<file path="src/rtl/sio_pkg.sv">
package sio_pkg;

  typedef enum logic [1:0] {
    MODE_SHIFT  = 2'b00,
    MODE_UART8  = 2'b01,
    MODE_UART9F = 2'b10,
    MODE_UART9V = 2'b11
  } sio_mode_e;

  // True for the modes that carry a ninth data bit.
  function automatic logic nine_bit_mode(input sio_mode_e m);
    return (m == MODE_UART9F) || (m == MODE_UART9V);
  endfunction

  // Multiprocessor address filter: decides whether a finished frame is kept.
  function automatic logic frame_kept(input sio_mode_e m, input logic filt,
                                      input logic b9, input logic stopb);
    if (!filt) return 1'b1;
    if (m == MODE_UART8) return stopb;
    return b9;
  endfunction

  // Value loaded into the receive ninth-bit field.
  function automatic logic rx_ninth(input sio_mode_e m, input logic b9, input logic stopb);
    return (m == MODE_UART8) ? stopb : b9;
  endfunction

endpackage

</file>
<file path="src/rtl/sio_tick_gen.sv">
module sio_tick_gen
  import sio_pkg::*;
(
  input  logic      clk,
  input  logic      rst_n,
  input  sio_mode_e mode,
  input  logic      div32_sel,
  input  logic      baud_tick,
  output logic      tick
);
  logic half_q;

  always_ff @(posedge clk or negedge rst_n) begin
    if (!rst_n) half_q <= 1'b0;
    else        half_q <= ~half_q;
  end

  always_comb begin
    case (mode)
      MODE_UART9F:             tick = div32_sel ? half_q : 1'b1;
      MODE_UART8, MODE_UART9V: tick = baud_tick;
      default:                 tick = 1'b0;
    endcase
  end


  half_rate_chk: assert property (@(posedge clk) disable iff (!rst_n)
    (mode == MODE_UART9F && div32_sel && tick) |=> (!tick || mode != MODE_UART9F || !div32_sel));

endmodule

</file>
<file path="src/rtl/sio_async_tx.sv">
module sio_async_tx #(
  parameter int DW  = 8,
  parameter int OVS = 16
)(
  input  logic          clk,
  input  logic          rst_n,
  input  logic          tick,
  input  logic          start,
  input  logic          nine,
  input  logic          b9,
  input  logic [DW-1:0] data,
  output logic          txd,
  output logic          busy,
  output logic          stop_ev
);
  localparam int FW = DW + 3;
  localparam int CW = $clog2(OVS);
  localparam int IW = $clog2(FW);

  logic [FW-1:0] sh_q;
  logic [CW-1:0] cnt_q;
  logic [IW-1:0] idx_q;
  logic          busy_q, nine_q;
  logic [IW-1:0] last_idx;
  logic          adv;

  assign last_idx = nine_q ? IW'(DW + 2) : IW'(DW + 1);
  assign adv      = busy_q && tick && (cnt_q == CW'(OVS - 1));
  assign stop_ev  = adv && (idx_q == last_idx - IW'(1));
  assign busy     = busy_q;
  assign txd      = busy_q ? sh_q[0] : 1'b1;

  always_ff @(posedge clk or negedge rst_n) begin
    if (!rst_n) begin
      sh_q   <= '1;
      cnt_q  <= '0;
      idx_q  <= '0;
      busy_q <= 1'b0;
      nine_q <= 1'b0;
    end else if (start && !busy_q) begin
      sh_q   <= {1'b1, (nine ? b9 : 1'b1), data, 1'b0};
      cnt_q  <= '0;
      idx_q  <= '0;
      busy_q <= 1'b1;
      nine_q <= nine;
    end else if (busy_q && tick) begin
      cnt_q <= cnt_q + CW'(1);
      if (adv) begin
        sh_q  <= {1'b1, sh_q[FW-1:1]};
        idx_q <= idx_q + IW'(1);
        if (idx_q == last_idx) busy_q <= 1'b0;
      end
    end
  end


  start_low_chk: assert property (@(posedge clk) disable iff (!rst_n)
    $rose(busy_q) |-> (txd == 1'b0));

  stop_level_chk: assert property (@(posedge clk) disable iff (!rst_n)
    stop_ev |=> (txd == 1'b1));

endmodule

</file>
<file path="src/rtl/sio_async_rx.sv">
module sio_async_rx #(
  parameter int DW  = 8,
  parameter int OVS = 16
)(
  input  logic          clk,
  input  logic          rst_n,
  input  logic          tick,
  input  logic          en,
  input  logic          nine,
  input  logic          rxd,
  output logic [DW-1:0] data,
  output logic          b9,
  output logic          stopb,
  output logic          done_ev
);
  localparam int CW  = $clog2(OVS);
  localparam int IW  = $clog2(DW + 3);
  localparam int MID = OVS / 2 - 1;

  logic          run_q, nine_q, rxd_q;
  logic [CW-1:0] cnt_q;
  logic [IW-1:0] idx_q;
  logic [DW:0]   sh_q;
  logic [IW-1:0] last_idx;
  logic          mid_ev, false_ev;

  assign last_idx = nine_q ? IW'(DW + 2) : IW'(DW + 1);
  assign mid_ev   = run_q && en && tick && (cnt_q == CW'(MID));
  assign false_ev = mid_ev && (idx_q == '0) && rxd;
  assign done_ev  = mid_ev && (idx_q == last_idx);
  assign stopb    = rxd;
  assign data     = nine_q ? sh_q[DW-1:0] : sh_q[DW:1];
  assign b9       = sh_q[DW];

  always_ff @(posedge clk or negedge rst_n) begin
    if (!rst_n) begin
      run_q  <= 1'b0;
      nine_q <= 1'b0;
      rxd_q  <= 1'b1;
      cnt_q  <= '0;
      idx_q  <= '0;
      sh_q   <= '0;
    end else begin
      rxd_q <= rxd;
      if (!run_q) begin
        if (en && rxd_q && !rxd) begin
          run_q  <= 1'b1;
          nine_q <= nine;
          cnt_q  <= '0;
          idx_q  <= '0;
        end
      end else if (!en) begin
        run_q <= 1'b0;
      end else if (tick) begin
        cnt_q <= cnt_q + CW'(1);
        if (false_ev || done_ev) run_q <= 1'b0;
        else if (mid_ev && idx_q != '0) sh_q <= {rxd, sh_q[DW:1]};
        if (cnt_q == CW'(OVS - 1)) idx_q <= idx_q + IW'(1);
      end
    end
  end


  false_start_chk: assert property (@(posedge clk) disable iff (!rst_n)
    false_ev |=> !run_q);

  done_idle_chk: assert property (@(posedge clk) disable iff (!rst_n)
    done_ev |=> !run_q);

endmodule

</file>
<file path="src/rtl/sio_shift0.sv">
module sio_shift0 #(
  parameter int DW  = 8,
  parameter int DIV = 6
)(
  input  logic          clk,
  input  logic          rst_n,
  input  logic          start_tx,
  input  logic          start_rx,
  input  logic [DW-1:0] data,
  input  logic          rxd,
  output logic          txd,
  output logic          sclk,
  output logic [DW-1:0] rx_data,
  output logic          tx_done,
  output logic          rx_done,
  output logic          busy
);
  localparam int PW   = $clog2(DIV);
  localparam int BW   = $clog2(DW);
  localparam int HALF = DIV / 2;

  logic          busy_q, dir_tx_q;
  logic [PW-1:0] ph_q;
  logic [BW-1:0] bit_q;
  logic [DW-1:0] sh_q;
  logic          bit_end, end_ev;

  assign bit_end = busy_q && (ph_q == PW'(DIV - 1));
  assign end_ev  = bit_end && (bit_q == BW'(DW - 1));
  assign tx_done = end_ev && dir_tx_q;
  assign rx_done = end_ev && !dir_tx_q;
  assign busy    = busy_q;
  assign sclk    = busy_q ? (ph_q >= PW'(HALF)) : 1'b1;
  assign txd     = (busy_q && dir_tx_q) ? sh_q[0] : 1'b1;
  assign rx_data = sh_q;

  always_ff @(posedge clk or negedge rst_n) begin
    if (!rst_n) begin
      busy_q   <= 1'b0;
      dir_tx_q <= 1'b0;
      ph_q     <= '0;
      bit_q    <= '0;
      sh_q     <= '0;
    end else if (!busy_q && (start_tx || start_rx)) begin
      busy_q   <= 1'b1;
      dir_tx_q <= start_tx;
      ph_q     <= '0;
      bit_q    <= '0;
      if (start_tx) sh_q <= data;
    end else if (busy_q) begin
      ph_q <= bit_end ? '0 : ph_q + PW'(1);
      if (!dir_tx_q && ph_q == PW'(HALF)) sh_q <= {rxd, sh_q[DW-1:1]};
      if (bit_end) begin
        if (end_ev) busy_q <= 1'b0;
        else        bit_q  <= bit_q + BW'(1);
        if (dir_tx_q) sh_q <= {1'b1, sh_q[DW-1:1]};
      end
    end
  end


  m0_bit_low_chk: assert property (@(posedge clk) disable iff (!rst_n)
    bit_end |=> (!busy_q || !sclk));

  m0_rx_line_chk: assert property (@(posedge clk) disable iff (!rst_n)
    (busy_q && !dir_tx_q) |-> txd);

endmodule

</file>
<file path="src/rtl/sio_ctrl.sv">
module sio_ctrl
  import sio_pkg::*;
#(
  parameter int DW     = 8,
  parameter int OVS    = 16,
  parameter int M0_DIV = 6,
  parameter int SYNC_N = 2
)(
  input  logic       clk,
  input  logic       rst_n,
  input  logic       wr_en,
  input  logic       sel,
  input  logic [7:0] wdata,
  output logic [7:0] rdata,
  input  logic       baud_tick,
  input  logic       div32_sel,
  input  logic       rxd,
  output logic       txd,
  output logic       sclk
);
  localparam int CTRL_W = 8;

  sio_mode_e   mode_q;
  logic        filt_q, ren_q, tb8_q, rb8_q, ti_q, ri_q;
  logic [DW-1:0] rbuf_q;
  logic [SYNC_N-1:0] sync_q;
  logic        rxd_s, ctrl_wr, data_wr, is_m0;
  logic        tick, a_txd, a_busy, a_stop_ev;
  logic [DW-1:0] a_data, m0_data;
  logic        a_b9, a_stopb, a_done, rx_accept;
  logic        m0_txd, m0_tx_done, m0_rx_done, m0_busy;

  assign ctrl_wr = wr_en && !sel;
  assign data_wr = wr_en && sel;
  assign is_m0   = (mode_q == MODE_SHIFT);

  always_ff @(posedge clk or negedge rst_n) begin
    if (!rst_n) sync_q <= '1;
    else        sync_q <= {sync_q[SYNC_N-2:0], rxd};
  end
  assign rxd_s = sync_q[SYNC_N-1];

  sio_tick_gen u_tick (
    .clk(clk), .rst_n(rst_n), .mode(mode_q), .div32_sel(div32_sel),
    .baud_tick(baud_tick), .tick(tick)
  );

  sio_async_tx #(.DW(DW), .OVS(OVS)) u_atx (
    .clk(clk), .rst_n(rst_n), .tick(tick), .start(data_wr && !is_m0),
    .nine(nine_bit_mode(mode_q)), .b9(tb8_q), .data(wdata[DW-1:0]),
    .txd(a_txd), .busy(a_busy), .stop_ev(a_stop_ev)
  );

  sio_async_rx #(.DW(DW), .OVS(OVS)) u_arx (
    .clk(clk), .rst_n(rst_n), .tick(tick), .en(ren_q && !is_m0),
    .nine(nine_bit_mode(mode_q)), .rxd(rxd_s), .data(a_data), .b9(a_b9),
    .stopb(a_stopb), .done_ev(a_done)
  );

  sio_shift0 #(.DW(DW), .DIV(M0_DIV)) u_m0 (
    .clk(clk), .rst_n(rst_n), .start_tx(data_wr && is_m0),
    .start_rx(is_m0 && ren_q && !ri_q && !data_wr), .data(wdata[DW-1:0]),
    .rxd(rxd_s), .txd(m0_txd), .sclk(sclk), .rx_data(m0_data),
    .tx_done(m0_tx_done), .rx_done(m0_rx_done), .busy(m0_busy)
  );

  assign rx_accept = a_done && frame_kept(mode_q, filt_q, a_b9, a_stopb);
  assign txd       = is_m0 ? m0_txd : a_txd;
  assign rdata     = sel ? CTRL_W'(rbuf_q)
                         : {mode_q, filt_q, ren_q, tb8_q, rb8_q, ti_q, ri_q};

  always_ff @(posedge clk or negedge rst_n) begin
    if (!rst_n) begin
      mode_q <= MODE_SHIFT;
      filt_q <= 1'b0;
      ren_q  <= 1'b0;
      tb8_q  <= 1'b0;
      rb8_q  <= 1'b0;
      ti_q   <= 1'b0;
      ri_q   <= 1'b0;
      rbuf_q <= '0;
    end else begin
      if (ctrl_wr) begin
        mode_q <= sio_mode_e'(wdata[7:6]);
        filt_q <= wdata[5];
        ren_q  <= wdata[4];
        tb8_q  <= wdata[3];
        rb8_q  <= wdata[2];
        ti_q   <= wdata[1];
        ri_q   <= wdata[0];
      end
      if (a_stop_ev || m0_tx_done) ti_q <= 1'b1;
      if (rx_accept) begin
        ri_q   <= 1'b1;
        rbuf_q <= a_data;
        rb8_q  <= rx_ninth(mode_q, a_b9, a_stopb);
      end
      if (m0_rx_done) begin
        ri_q   <= 1'b1;
        rbuf_q <= m0_data;
      end
    end
  end


  ti_sw_clear_chk: assert property (@(posedge clk) disable iff (!rst_n)
    $fell(ti_q) |-> $past(ctrl_wr));

  ri_sw_clear_chk: assert property (@(posedge clk) disable iff (!rst_n)
    $fell(ri_q) |-> $past(ctrl_wr));

  rx_ren_chk: assert property (@(posedge clk) disable iff (!rst_n)
    rx_accept |-> ren_q);

  filter_hold_chk: assert property (@(posedge clk) disable iff (!rst_n)
    (a_done && filt_q && nine_bit_mode(mode_q) && !a_b9 && !m0_busy) |=> $stable(rbuf_q));

  ti_source_chk: assert property (@(posedge clk) disable iff (!rst_n)
    ($rose(ti_q) && !$past(ctrl_wr)) |-> $past(a_busy || m0_busy));

endmodule

</file>
<file path="config.mk">
export PLATFORM = sky130hd
export DESIGN_NAME = sio_ctrl
export DESIGN_NICKNAME = d
export VERILOG_FILES = /design/src/rtl/sio_pkg.sv /design/src/rtl/sio_tick_gen.sv /design/src/rtl/sio_async_tx.sv /design/src/rtl/sio_async_rx.sv /design/src/rtl/sio_shift0.sv /design/src/rtl/sio_ctrl.sv
export SDC_FILE = /design/constraint.sdc
export NUM_CORES = 1
export LEC_CHECK = 0
export CORE_MARGIN = 10
export CORE_UTILIZATION = 60
export CTS_BUF_LIST = sky130_fd_sc_hd__clkbuf_8 sky130_fd_sc_hd__clkbuf_16
export DETAILED_ROUTE_END_ITERATION = 7
export GPL_ROUTABILITY_DRIVEN = 0
export MAX_ROUTING_LAYER = met4
export PLACE_DENSITY = 0.8
export SYNTH_ARGS = -nofsm -noshare
export SYNTH_HDL_FRONTEND = slang
export SYNTH_HIERARCHICAL = 1
export SYNTH_SLANG_ARGS = --single-unit
</file>
<file path="constraint.sdc">
create_clock -name clk -period 4.93 [get_ports clk]
set_input_delay 0.7395 -clock clk [delete_from_list [all_inputs] [get_ports clk]]
set_output_delay 0.7395 -clock clk [all_outputs]
set_load 0.01 [all_outputs]
</file>
==> results_dict.tcl <==
set metrics [dict create \
    grt_pass1_vias 2866 \
    ys_seq_area_share_pct 45.1 \
    num_vias 2891 \
    routed_wl_um 8390 \
    gr-usage-all-layers_pct 16.1 \
    cp_cell_sequence "clkdlybuf4s50_1, mux2_2, clkdlybuf4s50_1" \
    grt_overflow 0 \
    critical-path-max-stage-delay_ns 0.78 \
    grt_max_degree 76 \
    path_clk_slew_ns 0.07 \
    finalCritPeriodShare_pct 63.9 \
    drive_above_1_share_pct 22.3 \
    routedWlPerCell_um 16.8 \
    fp.dieW_um 104 \
    cp_slowest_cell "clkdlybuf4s50_1" \
    start_util_pct 61.8 \
    status "completed" \
    synth_fp_nets 411 \
    post_cts_buffers 0 \
    antenna_found_initial 0 \
    nNetsFinal 424 \
    yosysTopAreaCellShare_pct 37.0 \
    slew_headroom_pct 26.2 \
    fillerInstances 504 \
    synthesis.area_um2 4200 \
    ctsLongestPathBuffers 2 \
    leakage_nw 2.10 \
    tns_ns 0 \
    grtUsageMet2_pct 23.4 \
    ios 25 \
    clkLatencyLatePin_ns 0.34 \
    timing.rr.end "rbuf_q[5]" \
    die_area_um2 10700 \
    syn_avg_cell_area_um2 10.9 \
    cap_violations 0 \
    n_antenna_cell 0 \
    synthCells 386 \
    cp-start-kind "input port" \
    drt-initial-drc-count 186 \
    final_cell_mix "62 x dfrtp_1, 38 x nand2_1, 35 x mux2_2" \
    critical_path_class "in2out" \
    grt_util_met3_pct 2.85 \
    ys_warn_count 6 \
    min_path_type "reg2reg" \
    crit_top_cell "clkdlybuf4s50_1" \
    use_met1_pct 21.9 \
    coreArea_um2 6790 \
    whs_path_depth 0 \
    busiest_layer "met2" \
    rrSetupSlack_ns 2.04 \
    synth_edf_count 0 \
    cts.sinks 75 \
    fmax_ghz 0.317 \
    period_needed_ns 3.15 \
    post_cts_resized 0 \
    grt_pass1_wl_um 14200 \
    ff_latch_area_um2 1890 \
    ys_types 54 \
    ys.flop_type "dfrtp_1" \
    layout_commonest_cell "dfrtp_1" \
    tritoncts "done" \
    setup-violations-final 0 \
    ys_async_sr_fraction_pct 100 \
    multiInputGateArea_um2 2140 \
    hold_start "sync_q[0]" \
    cp.required_ns 4.19 \
    area_growth_pct 10.1 \
    whs_endpoint "sync_q[1]" \
    reg2regPathDepth 8 \
    io_buffers 24 \
    cts_max_level 3 \
    rr_startpoint "mode_q[1]" \
    peakVddDrop_v 0.000297 \
    fin_hold_ws_ns 0.360 \
    rsz0062_at_grt "no" \
    cts-root-buf "clkbuf_8" \
    crit_path_end_kind "output pin" \
    ys_ff_latch 75 \
    ant_nets 0 \
    slew_viol_final 0 \
    vias_per_cell 5.78 \
    num_rows 30 \
    ys_top_cells_by_area "dfrtp_1 37%, mux2_2 9.4%, dfstp_2 8.1%, mux2_4 6.1%, nor2b_1 3.6%" \
    dr.pass1.iters 4 \
    critPathArrivalTime_ns 2.41 \
    drc 0 \
    finalHoldViolCount 0 \
    cts_hold_buf 0 \
    yosys.area.top_type "dfrtp_1" \
    dp_hpwl_um 5910 \
    fin_skew_ns 0.00761 \
    die_y_um 104 \
    numCtsBuffers 9 \
    worst_slew_pin_slew_ns 1.10 \
    pwr_density_cell_nw_per_um2 442 \
    path_max_fanout 10 \
]
==> critical path, delay by kind of cell <==
family,cells,cell delay [ns]
multiplexers,1,0.41
buffers and inverters,2,1.26
==> layer usage <==
| layer | part of all wire [%] | routed length [µm] |
|---|---|---|
| met2 | 46 | 3880 |
| met3 | 3.2 | 272 |
| met5 | 0 | 0 |
| met4 | 1.5 | 125 |
| met1 | 49 | 4100 |
==> cells by family (layout without fill, tap and decap cells) <==
| group | count (synthesis) | count (layout) | share of synthesized area, % |
|---|---|---|---|
| flip-flops | 75 | 75 | 45.1 |
| multiplexers | 57 | 57 | 16.7 |
| adder cells (fa/ha/maj) | 10 | 10 | 2.98 |
| AND/OR/NAND/NOR | 133 | 133 | 18.0 |
| buffers and inverters | 30 | 48 | 3.93 |
| XOR/XNOR | 9 | 9 | 1.88 |
| AO/OA/AOI/OAI | 72 | 72 | 11.5 |
==> state kept, by name (all words and copies together), names as in the netlist, 2 cells and up <==
name	count
u_arx/cnt_q	4
u_atx/sh_q	10
u_atx/cnt_q	4
u_atx/idx_q	4
u_m0/rx_data	8
rbuf_q	8
mode_q	2
u_m0/bit_q	3
u_arx/idx_q	4
sync_q	2
u_m0/ph_q	3
u_arx/sh_q	9
==> per-stage QoR <==
stage / area [µm²] / setup WS [ns] / std cells / utilization (%) / total power, mW
finish: 4620 / 1.78 / 500 / 68.0 / 2.04
global route: 4620 / 1.62 / 500 / 68.0 / 2.19
CTS: 4620 / 1.80 / 500 / 68.0 / 2.06
detailed placement: 4430 / 1.47 / 484 / 65.2 / 1.59
global placement: 4430 / 1.55 / 484 / 65.2 / 1.55
floorplan: 4200 / 2.28 / 386 / - / 1.42
==> synth_stat cells, types with 5 or more instances <==
master     n
a211oi_1  16
a22o_1     7
a31oi_1   17
buf_2      8
clkbuf_1   7
dfrtp_1   62
dfstp_2   13
ha_1      10
inv_1      7
mux2_2    35
mux2_4    17
mux2i_1    5
nand2_1   38
nand2b_1   6
nand3_1   17
nor2_1    19
nor2b_1   24
o21ai_0    8
o21ai_1    8
xnor2_1    5
==> cell type report <==
| class | instances | area share (%) |
|---|---|---|
| Clock buffer | 10 | 2.98 |
| Inverter | 7 | 0.568 |
| Tap cell | 96 | 2.60 |
| Sequential cell | 75 | 40.9 |
| Timing Repair Buffer | 25 | 5.30 |
| Clock inverter | 6 | 1.22 |
| Multi-Input combinational cell | 281 | 46.4 |
==> where the power goes <==
group	switching, mW	total (mW)	internal [mW]
clock network	0.223	0.467	0.243
registers	0.198	1.00	0.804
logic	0.258	0.574	0.316
total	0.679	2.04	1.36
==> worst max path at each step <==
stage                    from         to  cells after the start  slack [ns]
floorplan           div32_sel  rbuf_q[0]                      9        2.28
global placement    div32_sel  rbuf_q[7]                      9        1.55
detailed placement  div32_sel  rbuf_q[5]                      9        1.47
CTS                       sel   rdata[2]                      3        1.80
global route        div32_sel  rbuf_q[5]                      9        1.62
finish                    sel   rdata[2]                      3        1.78
Power figures use the tool's default switching activity.
